<file path="config.mk">
export PLATFORM = sky130hd
export DESIGN_NAME = wsg_status_gen
export DESIGN_NICKNAME = d
export VERILOG_FILES = /design/src/rtl/wsg_pkg.sv /design/src/rtl/wsg_edge.sv /design/src/rtl/wsg_toggle.sv /design/src/rtl/wsg_subst.sv /design/src/rtl/wsg_status_gen.sv
export SDC_FILE = /design/constraint.sdc
export NUM_CORES = 1
export LEC_CHECK = 0
export BUFFER_PORTS_ARGS = -buffer_cell sky130_fd_sc_hd__clkbuf_2
export CAP_MARGIN = 20
export CORE_MARGIN = 10
export CORE_UTILIZATION = 42
export DETAILED_ROUTE_END_ITERATION = 12
export PLACE_DENSITY = 0.78
export RECOVER_POWER = 25
export SLEW_MARGIN = 20
export SYNTH_ARGS = -nofsm -noshare
export SYNTH_HDL_FRONTEND = slang
export SYNTH_SLANG_ARGS = --single-unit
</file>
<file path="constraint.sdc">
create_clock -name clk_i -period 1.7 [get_ports clk_i]
set_clock_uncertainty 0.2 [all_clocks]
set_input_delay 0.17 -clock clk_i [delete_from_list [all_inputs] [get_ports clk_i]]
set_output_delay 0.17 -clock clk_i [all_outputs]
set_load 0.01 [all_outputs]
</file>
<file path="src/rtl/wsg_pkg.sv">
package wsg_pkg;
  typedef enum logic [2:0] {
    OP_IDLE      = 3'd0,
    OP_PROG      = 3'd1,
    OP_ERASE     = 3'd2,
    OP_SUSP      = 3'd3,
    OP_SUSP_PROG = 3'd4
  } op_e;
endpackage

</file>
<file path="src/rtl/wsg_edge.sv">
module wsg_edge (
  input  logic clk_i,
  input  logic rst_ni,
  input  logic strobe_i,
  output logic rise_o
);
  logic strobe_q;

  always_ff @(posedge clk_i or negedge rst_ni) begin
    if (!rst_ni) strobe_q <= 1'b0;
    else         strobe_q <= strobe_i;
  end

  assign rise_o = strobe_i & ~strobe_q;
endmodule

</file>
<file path="src/rtl/wsg_toggle.sv">
module wsg_toggle
  import wsg_pkg::*;
(
  input  logic clk_i,
  input  logic rst_ni,
  input  logic launch_i,
  input  logic rise_i,
  input  op_e  op_i,
  input  logic susp_hit_i,
  output logic tgl6_o,
  output logic tgl2_o
);
  logic flip6, flip2;

  always_comb begin
    flip6 = 1'b0;
    flip2 = 1'b0;
    unique case (op_i)
      OP_PROG, OP_SUSP_PROG: flip6 = rise_i;
      OP_ERASE: begin
        flip6 = rise_i;
        flip2 = rise_i;
      end
      OP_SUSP:  flip2 = rise_i & susp_hit_i;
      default: ;
    endcase
  end

  // launch wins over a coincident read
  always_ff @(posedge clk_i or negedge rst_ni) begin
    if (!rst_ni) begin
      tgl6_o <= 1'b0;
      tgl2_o <= 1'b0;
    end else if (launch_i) begin
      tgl6_o <= 1'b0;
      tgl2_o <= 1'b0;
    end else begin
      if (flip6) tgl6_o <= ~tgl6_o;
      if (flip2) tgl2_o <= ~tgl2_o;
    end
  end
endmodule

</file>
<file path="src/rtl/wsg_subst.sv">
module wsg_subst
  import wsg_pkg::*;
#(
  parameter int DATA_W   = 16,
  parameter int POLL_BIT = 7,
  parameter int TGL_BIT  = 6,
  parameter int SUSP_BIT = 2
) (
  input  op_e               op_i,
  input  logic [DATA_W-1:0] prog_word_i,
  input  logic              susp_hit_i,
  input  logic [DATA_W-1:0] array_i,
  input  logic              tgl6_i,
  input  logic              tgl2_i,
  output logic [DATA_W-1:0] word_o
);
  logic poll_v, tgl_v, susp_v;

  always_comb begin
    poll_v = array_i[POLL_BIT];
    tgl_v  = array_i[TGL_BIT];
    susp_v = array_i[SUSP_BIT];
    unique case (op_i)
      OP_PROG, OP_SUSP_PROG: begin
        poll_v = ~prog_word_i[POLL_BIT];
        tgl_v  = tgl6_i;
        susp_v = tgl2_i;
      end
      OP_ERASE: begin
        poll_v = 1'b0;
        tgl_v  = tgl6_i;
        susp_v = tgl2_i;
      end
      OP_SUSP: if (susp_hit_i) begin
        poll_v = 1'b1;
        tgl_v  = 1'b1;
        susp_v = tgl2_i;
      end
      default: ;
    endcase
  end

  for (genvar i = 0; i < DATA_W; i++) begin : g_bit
    if (i == POLL_BIT) begin : g_poll
      assign word_o[i] = poll_v;
    end else if (i == TGL_BIT) begin : g_tgl
      assign word_o[i] = tgl_v;
    end else if (i == SUSP_BIT) begin : g_susp
      assign word_o[i] = susp_v;
    end else begin : g_pass
      assign word_o[i] = array_i[i];
    end
  end
endmodule

</file>
<file path="src/rtl/wsg_status_gen.sv">
module wsg_status_gen
  import wsg_pkg::*;
#(
  parameter int DATA_W   = 16,
  parameter int POLL_BIT = 7,
  parameter int TGL_BIT  = 6,
  parameter int SUSP_BIT = 2
) (
  input  logic              clk_i,
  input  logic              rst_ni,
  input  logic [2:0]        op_i,
  input  logic              launch_i,
  input  logic [DATA_W-1:0] prog_word_i,
  input  logic              susp_hit_i,
  input  logic [DATA_W-1:0] array_data_i,
  input  logic              rd_strobe_i,
  output logic [DATA_W-1:0] rd_data_o
);
  op_e               op;
  logic              rise, tgl6, tgl2;
  logic [DATA_W-1:0] word;

  assign op = op_e'(op_i);

  wsg_edge u_edge (
    .clk_i    (clk_i),
    .rst_ni   (rst_ni),
    .strobe_i (rd_strobe_i),
    .rise_o   (rise)
  );

  wsg_toggle u_toggle (
    .clk_i      (clk_i),
    .rst_ni     (rst_ni),
    .launch_i   (launch_i),
    .rise_i     (rise),
    .op_i       (op),
    .susp_hit_i (susp_hit_i),
    .tgl6_o     (tgl6),
    .tgl2_o     (tgl2)
  );

  wsg_subst #(
    .DATA_W   (DATA_W),
    .POLL_BIT (POLL_BIT),
    .TGL_BIT  (TGL_BIT),
    .SUSP_BIT (SUSP_BIT)
  ) u_subst (
    .op_i        (op),
    .prog_word_i (prog_word_i),
    .susp_hit_i  (susp_hit_i),
    .array_i     (array_data_i),
    .tgl6_i      (tgl6),
    .tgl2_i      (tgl2),
    .word_o      (word)
  );

  always_ff @(posedge clk_i or negedge rst_ni) begin
    if (!rst_ni)   rd_data_o <= '0;
    else if (rise) rd_data_o <= word;
  end
endmodule

</file>
==> results of run 1 <==
metrics by stage:
stage	hold slack (ps)	instance area (um2)	util [%]	std cells
after floorplan	-326	947	-	107
after global placement	-63.8	1170	53.9	172
after detailed placement	-45.7	1170	53.9	172
after CTS	26.1	1370	63.0	193
after global routing	64.1	1360	62.9	193
final	25.7	1360	62.9	193
logic make-up (layout without fill, tap and decap cells):
| group | count (synthesis) | after routing |
|---|---|---|
| AOI/OAI and AO/OA | 9 | 9 |
| xor gates and xnor gates | 3 | 3 |
| buffers and inverters | 9 | 67 |
| DFF | 19 | 19 |
| and+or+nand+nor | 66 | 66 |
| adders and majority gates | 1 | 1 |
metal layers:
layer / vias up / track usage (%) / wire (um)
li1: 466 / - / -
met1: 429 / 15.0 / 1090
met2: 29 / 21.0 / 1290
met3: 2 / 5.12 / 279
met4: 0 / 2.82 / 5
met5: - / 0 / 0
registers in the layout (all words and copies together) (netlist names):
| register | count |
|---|---|
| u_toggle.tgl6_o | 1 |
| u_edge.strobe_q | 1 |
| u_toggle.tgl2_o | 1 |
| rd_data_o | 16 |
final cells by class:
cell class                 count  area [um2]
clock buffer                   3        22.5
clock inverter                 1        5.00
fill                         188         806
inverter                       2        8.76
multi-input combinational     79         419
sequential                    19         475
tap                           28        35.0
timing repair buffer          61         398
critical path, cell delays in order:
cell	delay, ps
dlygate4sd3_1	530
clkbuf_1	150
nand2b_1	120
or4_1	540
nand3_1	90
cell usage in the layout (no fill, tap or decap), drive strengths merged, types with 2 or more instances in the layout:
| cell | count |
|---|---|
| o21ai | 3 |
| nand3 | 2 |
| clkbuf | 43 |
| xor2 | 2 |
| nand2 | 43 |
| a21oi | 3 |
| nand4 | 3 |
| nor4b | 3 |
| nor2 | 4 |
| nor2b | 3 |
| buf | 4 |
| dfrtp | 19 |
| dlygate4sd3 | 17 |
| nand2b | 2 |
| nor3b | 3 |
cell usage after synthesis:
library cell	count	area share, %
nand3_1	2	1.1
nor2b_2	1	0.92
nand2_1	43	17
a21oi_1	3	1.6
or4_1	1	0.79
dfrtp_1	19	50
nor3_1	1	0.53
buf_6	2	2.4
nor2b_1	2	1.3
nand4_1	3	2.0
nand3b_1	1	0.79
nor4b_1	2	1.8
clkinvlp_2	1	0.53
nor3b_1	2	1.6
o221ai_1	1	0.92
xor2_1	2	1.8
maj3_2	1	1.2
inv_1	1	0.40
nor2_1	3	1.2
nor4b_2	1	1.6
nand2b_1	2	1.3
xnor2_1	1	0.92
a31o_1	1	0.92
buf_2	2	1.1
clkbuf_1	3	1.2
a22oi_1	1	0.79
nor3b_2	1	1.3
nor2_4	1	1.2
o21ai_1	2	1.1
o21ai_0	1	0.53
power by group:
part / switching [mW] / leakage (nW) / internal (mW) / total, mW
Sequential: 0.0313 / 0.237 / 0.505 / 0.536
Combinational: 0.139 / 0.449 / 0.126 / 0.264
Clock: 0.138 / 0.0177 / 0.0874 / 0.225
Total: 0.308 / 0.704 / 0.718 / 1.03
how the worst max path moves through the flow:
stage	start	end	slack, ps
6_report	rd_strobe_i	rd_data_o[2]$_DFFE_PN0N_	130
5_1_grt	rd_strobe_i	rd_data_o[2]$_DFFE_PN0N_	40
4_1_cts	rd_strobe_i	rd_data_o[2]$_DFFE_PN0N_	150
3_5_place_dp	op_i[1]	rd_data_o[2]$_DFFE_PN0N_	100
3_3_place_gp	op_i[1]	rd_data_o[2]$_DFFE_PN0N_	110
2_1_floorplan	u_edge.strobe_q$_DFF_PN0_	u_toggle.tgl2_o$_DFFE_PN0P_	270
==> metrics.md, run 1 <==
| Metric | Value |
|---|---|
| GRT overflow | 0 |
| Initial antenna violation count | 0 |
| Status | finished clean |
| Pleak | 0.704 nW |
| 1st-iter DRT viols | 72 |
| Vias per cell | 4.80 |
| Fin Setup TNS | 0 ps |
| Final Worst Setup Slack | 127 ps |
| Pwr dens | 752 nW/um2 |
| Post-place setup slack | 95.5 ps |
| Flop-to-flop setup slack | between 150 and 200 ps |
| Initial core utilization | 43.7% |
| Post-Synthesis Cells | 107 |
| CTS Buffer Depth | 2 |
| Post-Syn Nets | 147 |
| Synth Area in Compound Gates | 5.81% |
| First-pass GRT wire length | 4630 um |
| CP endpoint kind | flip-flop |
| Clock buffer count from CTS | 3 |
| Max Slew Vio Count | 0 |
| Final net count | 206 |
| Syn avg cell area | between 8 and 9 um2 |
| Core Region | 2170 um2 |
| Seq/Total Area, Yosys | 50.2% |
| Syn. warnings | 0 |
| Post-CTS setup buffers | 0 |
| Relative slew slack | 33.4% |
| Die W | 67.5 um |
| Post-route ant nets | 0 |
| Peak Freq | 0.636 GHz |
| Simple-Gate Fraction of Synth Area | between 30 and 40% |
| Max FO, Critical Path | 4 |
| RR Startpoint | u_toggle.tgl2_o$_DFFE_PN0P_ |
| Post-synth cell types | 30 |
| Largest net degree at the start of global routing | 20 |
| Row cnt | 17 |
| Placer Congestion | ~0.78 |
| Register bit total from synthesis | 19 |
| Arrival time worst endpoint | 1600 ps |
| Hold/Removal Path Class | input port to flip-flop |
| Share of post-route cells with drive strength above 1 | a little under a third |
| XOR/XNOR share of the synthesized area | 2.77% |
| Worst Path Required | 1720 ps |
| I/O pin count | 56 |
| Synth Cell Area | 947 um2 |
| Peak supply drop | 0.654 mV |
| Post-Synth Adder-Cell Area | under 10% |
| Post-CTS sizing | 0 |
| Avg WL per Cell | 13.8 um |
| Final period utilization | between 90 and 100% |
| Worst Path Class, Setup | input port to flip-flop |
| Root Driver | clkbuf_4 |
| Final setup fails | 0 |
| Vert. Die Dim | a little under 70 um |
| Area grow syn2layout | 44.0% |
| Clk Latency, worst-skew pair | 300 ps |
| Hold Buf Count CTS | 17 |
| Startpoint Class | input port |
| Total Power | 1.03 mW |
| Crit Reg-Reg Endpoint | rd_data_o[2]$_DFFE_PN0N_ |
| Multiplexer area fraction after synthesis | 0% |
| Clock sinks | 19 |
| Drt first pass iters | 4 |
| Die area | approximately 4600 um2 |
| GRT Util Overall | 12.7% |
| Vias in the first global route | 1024 |
| RSZ-0062 raised after global routing | false |
| Detailed Place HPWL | between 1500 and 2000 um |
| Count of final hold-check violations | 0 |
| Hold Path Cell Cnt | 3 |
| Worst-Margin Slew | 999 ps |
| TritonCTS clock tree | yes |
| Final wirelength | 2660 um |
| Post-layout min period | 1570 ps |
| Largest family of logic cells by synthesized area | simple AND/OR/NAND/NOR gates |
| FF-to-FF path depth | 4 |
| Clock slew at reported path FFs | 100 ps |
| Antenna cells | 0 |
| H-tree Lvls | 1 |
| Hold path start | op_i[2] |
| Max Cap Violations | 0 |
| Hold path endpoint | rd_data_o[2]$_DFFE_PN0N_ |
| IO buf count | 40 |
| Vias | 926 |
| Residual DRC | 0 |
No activity file was read; power rests on OpenSTA's default activity.
==> inputs of run 2 (changes only) <==
Settings changed: REMOVE_ABC_BUFFERS set to 1.
==> run 2 against run 1 <==
Effect of this change:
- first-iteration DRC count is 49% lower
- flip-flop and latch count stayed put
- via count is 7.2% higher
- largest cell class unchanged
- highest routed layer unchanged
- sequential share of layout area is 0.63 points lower
- non-clock buffer count is 2 higher
- utilization is 1.2 points higher
- largest power group unchanged
- critical path depth is 1 lower
- global-route usage is 0.34 points higher
- count of clock-buffer cells in the layout is 1 higher
- cell count is 1.0% higher
- power is 2.5% higher
- register-to-register slack hardly changed
==> metrics.md, run 2 (synthesis gave the netlist of run 1 again) <==
| Metric | Value |
|---|---|
| Worst Path Required | 1760 ps (was 1720 ps) |
| First-pass GRT wire length | 4560 um (was 4630 um) |
| Post-layout min period | 1530 ps (was 1570 ps) |
| Vias per cell | 5.09 (was 4.80) |
| Residual DRC | 0 (unchanged) |
| Final wirelength | 2820 um (was 2660 um) |
| Hold path start | array_data_i[6] (was op_i[2]) |
| Count of final hold-check violations | 0 (unchanged) |
| Final setup fails | 0 (unchanged) |
| H-tree Lvls | 1 (unchanged) |
| Fin Setup TNS | 0 ps (unchanged) |
| Placed cell area | 1180 um2 (was 1170 um2) |
| Clock slew at reported path FFs | 110 ps (was 100 ps) |
| Largest register FFs | 16 (unchanged) |
| Area grow syn2layout | 46.6% (was 44.0%) |
| Initial core utilization | 43.7% (unchanged) |
| Pwr dens | 757 nW/um2 (was 752 nW/um2) |
| Worst-Margin Slew | 958 ps (was 999 ps) |
| TritonCTS clock tree | yes (unchanged) |
| Max Slew Vio Count | 0 (unchanged) |
| Commonest cells after routing, fill and taps aside | 43 x nand2_1, 38 x clkbuf_2, 19 x dfrtp_1, 18 x dlygate4sd3_1, 5 x buf_4 (was 43 x nand2_1, 38 x clkbuf_2, 19 x dfrtp_1, 17 x dlygate4sd3_1, 4 x buf_4) |
| Max Cap Violations | 0 (unchanged) |
| Hold slack | 66.2 ps (was 25.7 ps) |
| Drt first pass iters | 4 (unchanged) |
| Share of post-route cells with drive strength above 1 | 31.1% (was 31.5%) |
| Row cnt | 17 (unchanged) |
| Non-filler cells, final | 195 (was 193) |
| Most common cell after layout, fill and taps aside | nand2_1 (unchanged) |
| RSZ-0062 raised after global routing | false (unchanged) |
| I/O pin count | 56 (unchanged) |
| Placed Cells | 173 (was 172) |
| Largest net degree at the start of global routing | 20 (unchanged) |
| Relative slew slack | 36.1% (was 33.4%) |
| Setup crit start | u_toggle.tgl2_o$_DFFE_PN0P_ (was rd_strobe_i) |
| Initial antenna violation count | 0 (unchanged) |
| Final net count | 208 (was 206) |
| Placer Congestion | 0.750 (was 0.777) |
| Clock buffer count from CTS | 3 (unchanged) |
| Worst Path Class, Setup | flip-flop to flip-flop (was input port to flip-flop) |
| Die area | 4550 um2 (unchanged) |
| Total Power | 1.05 mW (was 1.03 mW) |
| Peak supply drop | 0.510 mV (was 0.654 mV) |
| Clk Latency, worst-skew pair | 310 ps (was 300 ps) |
| Clock sinks | 19 (unchanged) |
| Vias | 993 (was 926) |
| GRT Util Overall | 13.0% (was 12.7%) |
| Die W | 67.5 um (unchanged) |
| Peak Freq | 0.654 GHz (was 0.636 GHz) |
| GRT overflow | 0 (unchanged) |
| Core Region | 2170 um2 (unchanged) |
| Post-route ant nets | 0 (unchanged) |
| Hold/Removal Path Class | input port to flip-flop (unchanged) |
| Final period utilization | 90.0% (was 92.6%) |
| 1st-iter DRT viols | 37 (was 72) |
| Antenna cells | 0 (unchanged) |
| Status | finished clean (unchanged) |
| CTS Buffer Depth | 2 (unchanged) |
| Arrival time worst endpoint | 1590 ps (was 1600 ps) |
| Startpoint Class | flip-flop (was input port) |
| IO buf count | 40 (unchanged) |
| Root Driver | clkbuf_4 (unchanged) |
| Pleak | 0.722 nW (was 0.704 nW) |
| Detailed Place HPWL | 2000 um (was 1920 um) |
| RR Startpoint | u_toggle.tgl2_o$_DFFE_PN0P_ (unchanged) |
| Vias in the first global route | 1004 (was 1024) |
| Final non-filler cell area | 1390 um2 (was 1360 um2) |
| Max FO, Critical Path | 4 (unchanged) |
| Top reg by flops | rd_data_o (unchanged) |
| CP endpoint kind | flip-flop (unchanged) |
| Vert. Die Dim | 67.5 um (unchanged) |
| Avg WL per Cell | 14.4 um (was 13.8 um) |
[run 2: cell count changes in the layout (fill, tap and decap cells not counted)]
cell / before / now
buf_4: 4 / 5
clkinv_2: 1 / 0
dlygate4sd3_1: 17 / 18
dlymetal6s4s_1: 0 / 1
[run 2: layer usage]
layer	wire length, um	track usage (%)
met4	106	8.72
met2	1550	24.4
met5	0	0
met3	161	2.31
met1	1000	12.6
[run 2: worst paths after layout]
check	to	slack (ps)	cells after the start
max	rd_data_o[2]$_DFFE_PN0N_	170	4
min	rd_data_o[6]$_DFFE_PN0N_	70	5
max reg2reg	rd_data_o[2]$_DFFE_PN0N_	170	4
min reg2reg	rd_data_o[12]$_DFFE_PN0N_	290	2
max in group asynchronous	rd_data_o[13]$_DFFE_PN0N_	400	2
min in group asynchronous	rd_data_o[10]$_DFFE_PN0N_	320	2
[run 2: worst max-delay path, stage by stage, from the launching register on]
cell and delay [ps]:
dfrtp_1 430, nor4b_1 70, a31o_1 200, or4_1 500, nand3_1 80
[run 2: timing repair]
item,CTS,global route
endpoints found under the setup margin,0,2
endpoints found under the hold margin,37,0
hold buffers,19,0
setup buffers,0,0
resized for setup,0,1
[run 2: power breakdown]
part / leakage (nW) / internal, mW / switching, mW
clock: 0.0150 / 0.0919 / 0.150
combinational: 0.469 / 0.130 / 0.143
sequential: 0.237 / 0.505 / 0.0314
[run 2: layout make-up]
| type | instances | area (um2) |
|---|---|---|
| Fill cell | 195 | 781 |
| Multi-Input combinational cell | 79 | 419 |
| Clock buffer | 4 | 26.3 |
| Inverter | 2 | 8.76 |
| Tap cell | 28 | 35.0 |
| Timing Repair Buffer | 63 | 424 |
| Sequential cell | 19 | 475 |
[run 2: per-stage QoR]
stage / utilization [%] / setup slack [ps]
finish: 64.0 / 170
global route: 64.0 / 93.7
CTS: 64.2 / 24.5
detailed placement: 54.2 / 99.3
global placement: 54.2 / 133
floorplan: - / 42.9
